$ cat config.mk
export PLATFORM = sky130hd
export DESIGN_NAME = wdk_watchdog
export DESIGN_NICKNAME = d
export VERILOG_FILES = /design/src/rtl/wdk_pkg.sv /design/src/rtl/wdk_keyseq.sv /design/src/rtl/wdk_count.sv /design/src/rtl/wdk_watchdog.sv
export SDC_FILE = /design/constraint.sdc
export NUM_CORES = 1
export LEC_CHECK = 0
export BUFFER_PORTS_ARGS = -buffer_cell sky130_fd_sc_hd__buf_2
export CAP_MARGIN = 0
export CORE_UTILIZATION = 46
export DETAILED_ROUTE_END_ITERATION = 6
export PLACE_DENSITY = 0.71
export SETUP_SLACK_MARGIN = 0.15
export SYNTH_ARGS = -nofsm -noshare
export SYNTH_HDL_FRONTEND = slang
export SYNTH_SLANG_ARGS = --single-unit
export TNS_END_PERCENT = 20
$ cat constraint.sdc
create_clock -name clk -period 5.86 [get_ports clk]
set_input_delay 1.172 -clock clk [delete_from_list [all_inputs] [get_ports clk]]
set_output_delay 1.172 -clock clk [all_outputs]
set_load 0.05 [all_outputs]
$ cat src/rtl/wdk_pkg.sv
package wdk_pkg;
  localparam int KEY_W = 16;
  localparam int CFG_W = 4;
  localparam logic [KEY_W-1:0] KEY_FIRST  = 16'hA5C6;
  localparam logic [KEY_W-1:0] KEY_SECOND = 16'hDA7E;
  localparam logic [1:0]       MODE_WDOG  = 2'b10;

  typedef enum logic [1:0] {
    WDK_IDLE = 2'd0,
    WDK_PRE  = 2'd1,
    WDK_LIVE = 2'd2,
    WDK_HALF = 2'd3
  } wdk_state_e;
endpackage

$ cat src/rtl/wdk_keyseq.sv
module wdk_keyseq
  import wdk_pkg::*;
(
  input  logic             clk,
  input  logic             rst_n,
  input  logic             key_wr,
  input  logic [KEY_W-1:0] key_val,
  input  logic             en_bit,
  input  logic             gate_open,
  output logic             live,
  output logic             kick,
  output logic             bad_key
);
  wdk_state_e state_q, state_d;
  logic is_first, is_second;

  assign is_first  = (key_val == KEY_FIRST);
  assign is_second = (key_val == KEY_SECOND);

  always_comb begin
    state_d = state_q;
    kick    = 1'b0;
    bad_key = 1'b0;
    if (key_wr) begin
      unique case (state_q)
        WDK_IDLE: if (gate_open && en_bit && is_first) state_d = WDK_PRE;
        WDK_PRE: begin
          if (en_bit && is_first)       state_d = WDK_PRE;
          else if (en_bit && is_second) state_d = WDK_LIVE;
          else                          state_d = WDK_IDLE;
        end
        WDK_LIVE: begin
          if (is_first)        state_d = WDK_HALF;
          else if (!is_second) bad_key = 1'b1;
        end
        WDK_HALF: begin
          if (is_second) begin
            state_d = WDK_LIVE;
            kick    = 1'b1;
          end else if (!is_first) begin
            bad_key = 1'b1;
          end
        end
        default: state_d = WDK_IDLE;
      endcase
    end
  end

  always_ff @(posedge clk or negedge rst_n) begin
    if (!rst_n) state_q <= WDK_IDLE;
    else        state_q <= state_d;
  end

  assign live = (state_q == WDK_LIVE) || (state_q == WDK_HALF);

  AST_ARM_ORDER: assert property (@(posedge clk) disable iff (!rst_n)
    (live && !$past(live)) |-> ($past(state_q) == WDK_PRE));

endmodule

$ cat src/rtl/wdk_count.sv
module wdk_count #(
  parameter int CNT_W = 64
) (
  input  logic             clk,
  input  logic             rst_n,
  input  logic             run,
  input  logic             tick,
  input  logic             kick,
  input  logic [CNT_W-1:0] period,
  output logic             expire
);
  logic [CNT_W-1:0] cnt_q, cnt_d;
  logic             cnt_en, reached;

  assign reached = (cnt_q >= period);
  assign expire  = run && tick && !kick && reached;

  always_comb begin
    cnt_en = 1'b0;
    cnt_d  = cnt_q;
    if (kick) begin
      cnt_en = 1'b1;
      cnt_d  = '0;
    end else if (run && tick && !reached) begin
      cnt_en = 1'b1;
      cnt_d  = cnt_q + 1'b1;
    end
  end

  always_ff @(posedge clk or negedge rst_n) begin
    if (!rst_n)      cnt_q <= '0;
    else if (cnt_en) cnt_q <= cnt_d;
  end

  AST_KICK_ZERO: assert property (@(posedge clk) disable iff (!rst_n)
    kick |=> (cnt_q == '0));

endmodule

$ cat src/rtl/wdk_watchdog.sv
module wdk_watchdog
  import wdk_pkg::*;
#(
  parameter int DATA_W  = 32,
  parameter int CNT_W   = 64,
  parameter int ADDR_W  = 3,
  parameter int EN_BIT  = 14,
  parameter int KEY_LSB = 16
) (
  input  logic              clk,
  input  logic              rst_n,
  input  logic              wr_en,
  input  logic [ADDR_W-1:0] wr_addr,
  input  logic [DATA_W-1:0] wr_data,
  input  logic              tick,
  output logic              rst_req
);
  localparam int PRD_WORDS = CNT_W / DATA_W;
  localparam int CFG_ADDR  = PRD_WORDS + 1;

  logic [CNT_W-1:0] prd_q;
  logic [CFG_W-1:0] cfg_q;
  logic             live, kick, bad_key, expire;
  logic             ctrl_wr, cfg_wr, gate_open;
  logic             req_q, req_set;

  assign ctrl_wr   = wr_en && (wr_addr == '0);
  assign cfg_wr    = wr_en && (wr_addr == ADDR_W'(CFG_ADDR));
  assign gate_open = (cfg_q[3:2] == MODE_WDOG) && (&cfg_q[1:0]);

  generate
    for (genvar g = 0; g < PRD_WORDS; g++) begin : g_prd
      logic word_we;
      assign word_we = wr_en && !live && (wr_addr == ADDR_W'(g + 1));
      always_ff @(posedge clk or negedge rst_n) begin
        if (!rst_n)       prd_q[g*DATA_W +: DATA_W] <= '0;
        else if (word_we) prd_q[g*DATA_W +: DATA_W] <= wr_data;
      end
    end
  endgenerate

  always_ff @(posedge clk or negedge rst_n) begin
    if (!rst_n)      cfg_q <= '0;
    else if (cfg_wr) cfg_q <= wr_data[CFG_W-1:0];
  end

  wdk_keyseq u_keyseq (
    .clk      (clk),
    .rst_n    (rst_n),
    .key_wr   (ctrl_wr),
    .key_val  (wr_data[KEY_LSB +: KEY_W]),
    .en_bit   (wr_data[EN_BIT]),
    .gate_open(gate_open),
    .live     (live),
    .kick     (kick),
    .bad_key  (bad_key)
  );

  wdk_count #(.CNT_W(CNT_W)) u_count (
    .clk   (clk),
    .rst_n (rst_n),
    .run   (live),
    .tick  (tick),
    .kick  (kick),
    .period(prd_q),
    .expire(expire)
  );

  assign req_set = bad_key || expire;

  always_ff @(posedge clk or negedge rst_n) begin
    if (!rst_n)       req_q <= 1'b0;
    else if (req_set) req_q <= 1'b1;
  end

  assign rst_req = req_q;

  AST_REQ_STICKY: assert property (@(posedge clk) disable iff (!rst_n)
    req_q |=> req_q);
  AST_REQ_NEEDS_LIVE: assert property (@(posedge clk) disable iff (!rst_n)
    $rose(req_q) |-> $past(live));
  AST_PRD_LOCK: assert property (@(posedge clk) disable iff (!rst_n)
    $past(live) |-> $stable(prd_q));

endmodule

==> metrics.yaml <==
outcome: "completed"
worstSkewPairLatency_ps: 430
synth_cells: 780
syn_area_um2: 7895
end_kind: "flip-flop"
vias_per_cell: 5.584
cts_setup_buffers: 0
die-area_um2: 17690
rsz0062_at_grt: "no"
whs_ps: 483.4
post_dp_cell_area_um2: 8338
start_util_pct: 47.44
cp.buffers_inverters: 0
drc_errors: 0
yosys_warnings: 0
setup_viol: 0
place_inst: 1022
worstPathMaxFanout: 26
synth_cell_types: 56
die_h_um: 133.0
synthToLayoutAreaGrowth_pct: 13.26
seq_area_um2: 3378
rows: 47
numPortBuffers: 39
p_int_mw: 1.862
utilization_pct: 53.73
hold_depth: 1
antenna_found_initial: 0
antenna_cells: 0
multi_input_area_um2: 4149
cp_top_family: "simple AND/OR/NAND/NOR gates"
cts_made_buffers: 17
core_um2: 16640
grt_first_pass_wirelength_mm: 30.26
switching_share_pct: 25.95
grt_max_degree: 89
cts-resized-gates: 0
n_fill_cell: 1451
maxCapViolations: 0
finalSetupTns_ps: 0
seq_area_frac_synth_pct: 42.79
clock_sinks: 135
dr_total_vias: 5886
worst_path_max_delay_cell: "a211o_1"
hold_viol: 0
ant_nets: 0
worstMarginPinSlew_ps: 1153
dr.pass1.iters: 5
synth.top_cell.area_share_pct: 42.79
fin_crit_ps: 3610
yosysMostFrequentCell: "dfrtp_1"
p_seq_share_pct: 43.4
fmax_mhz: 277.0
hold_class: "flip-flop to flip-flop"
p_sw_uw: 652.4
ir_drop_v: 0.0002175
startpoint_type: "flip-flop"
wl_per_cell_um: 17.08
cts_tree: "built"
io_pins: 40
critical_path_required_ps: 6140
h-tree-depth: 4
r2r_cells: 9
cp.depth: 9
synth_area_per_cell_um2: 10.12
drt-initial-drc-count: 333
slowest_delay_ps: 900
pwr_density_cell_nw_per_um2: 281.2
netlist_top_cells_area: "dfrtp_1, ha_1, mux2_2, inv_1, xnor2_1"
final_max_slew_viol_count: 0
hpwl_mm: 12.84
totalWireLength_mm: 18.00
comb_power_share_pct: 13.0
root_buffer: "clkbuf_16"
fin_cells: 1054
final_nets: 925
path_cells: "ha_1 -> nand4_1 -> nor4_1 -> and3_1 -> o31a_1 -> a211o_1 -> nor3_1 -> xnor2_1 -> nor2_1"
finClkSkew_ps: 9.550
period_share_pct: 61.60
layout_setup_ws_ps: 2250
drive_above_1_share_pct: 19.66
synth-edff-count: 0
die_w_um: 133.0
arrival_ps: 3890
ys.flop_type: "dfrtp_1"
async_flop_share_pct: 100.0
yosys.area.top_type: "dfrtp_1"
yosys-top-cells-count: "dfrtp_1, inv_1, mux2_2"
finalInstanceArea_um2: 8942
grtUsageTotal_pct: 22.11
place.gp.congestion: 0.8246
grt_pass1_vias: 5938
power_mw: 2.514
pwr-share-clk_pct: 43.6
synth_seq_cells: 135
slew_headroom_pct: 23.13
gr-total-overflow: 0
syn_nets: 884
hold_buffers: 0
clk_path_buf_depth: 2
clkTransAtPathRegs_ps: 60
place_ws_ps: 2294
p_leak_nw: 4.214
path_class: "flip-flop to flip-flop"
## per-layer routing
metal	vias up	global-route usage [%]	wire, um
li1	2853	-	-
met4	0	9.706	427
met5	-	0	0
met2	122	35.86	8704
met1	2883	29.36	8336
met3	28	3.295	535
## worst reg2reg max path: stages, from the launching register on
cell	delay (ps)
dfrtp_1	420
ha_1	320
nand4_1	190
nor4_1	550
and3_1	370
o31a_1	250
a211o_1	900
nor3_1	200
xnor2_1	210
nor2_1	50
## flip-flops by register name, summed over array words and instances, names as in the netlist
name              flops
u_count.cnt_q        64
rst_req               1
prd_q                64
u_keyseq.state_q      2
cfg_q                 4
## cell type report
| cell class | instances | area share, % |
|---|---|---|
| multi-input combinational | 545 | 46.40 |
| clock inverter | 13 | 1.917 |
| clock buffer | 19 | 4.841 |
| inverter | 77 | 3.232 |
| timing repair buffer | 45 | 2.756 |
| tap | 220 | 3.078 |
| sequential | 135 | 37.78 |
## kinds of logic (layout without fill, tap and decap cells)
family | after synthesis | in the layout | share of synthesized area, %
simple gates | 275 | 275 | 19.71
flops | 135 | 135 | 42.79
buf+inv | 100 | 154 | 4.897
compound gates | 81 | 81 | 6.371
mux | 69 | 69 | 9.826
fa+ha+maj | 65 | 65 | 10.30
xor+xnor | 55 | 55 | 6.101
## worst paths after layout
| kind | from | end | slack [ps] |
|---|---|---|---|
| max reg2reg | u_count.cnt_q[61] | u_count.cnt_q[38] | 2250 |
| min reg2reg | rst_req | rst_req | 480 |
| min | rst_req | rst_req | 480 |
| min in group asynchronous | rst_n | prd_q[48] | 780 |
| max | u_count.cnt_q[61] | u_count.cnt_q[38] | 2250 |
| max in group asynchronous | rst_n | u_count.cnt_q[33] | 3940 |
## power by group through the flow
stage               clock network, mW  registers (mW)  logic [mW]
finish                           1.10            1.09       0.326
detailed placement                  0            1.11       0.326
global route                     1.15            1.10       0.373
global placement                    0            1.10       0.315
CTS                              1.11            1.09       0.330
floorplan                           0            1.09       0.225
## placed cells by master (no fill, tap or decap), drive strengths merged, types with 2 or more instances in the layout
master and count:
a211oi 4, a21o 2, a21oi 38, a221oi 2
and2 7, and3 15, and4 17, buf 45
bufinv 3, clkbuf 19, clkinv 2, clkinvlp 5
dfrtp 135, ha 65, inv 80, mux2 68
nand2 38, nand2b 3, nand3 30, nand3b 3
nand4 40, nand4b 2, nor2 61, nor2b 7
nor3 29, nor4 8, nor4b 2, o211ai 4
o21a 2, o21ai 14, o31a 2, o31ai 3
or3 6, or4 4, xnor2 31, xor2 24
Note: power is estimated with default switching activity, not from simulation.
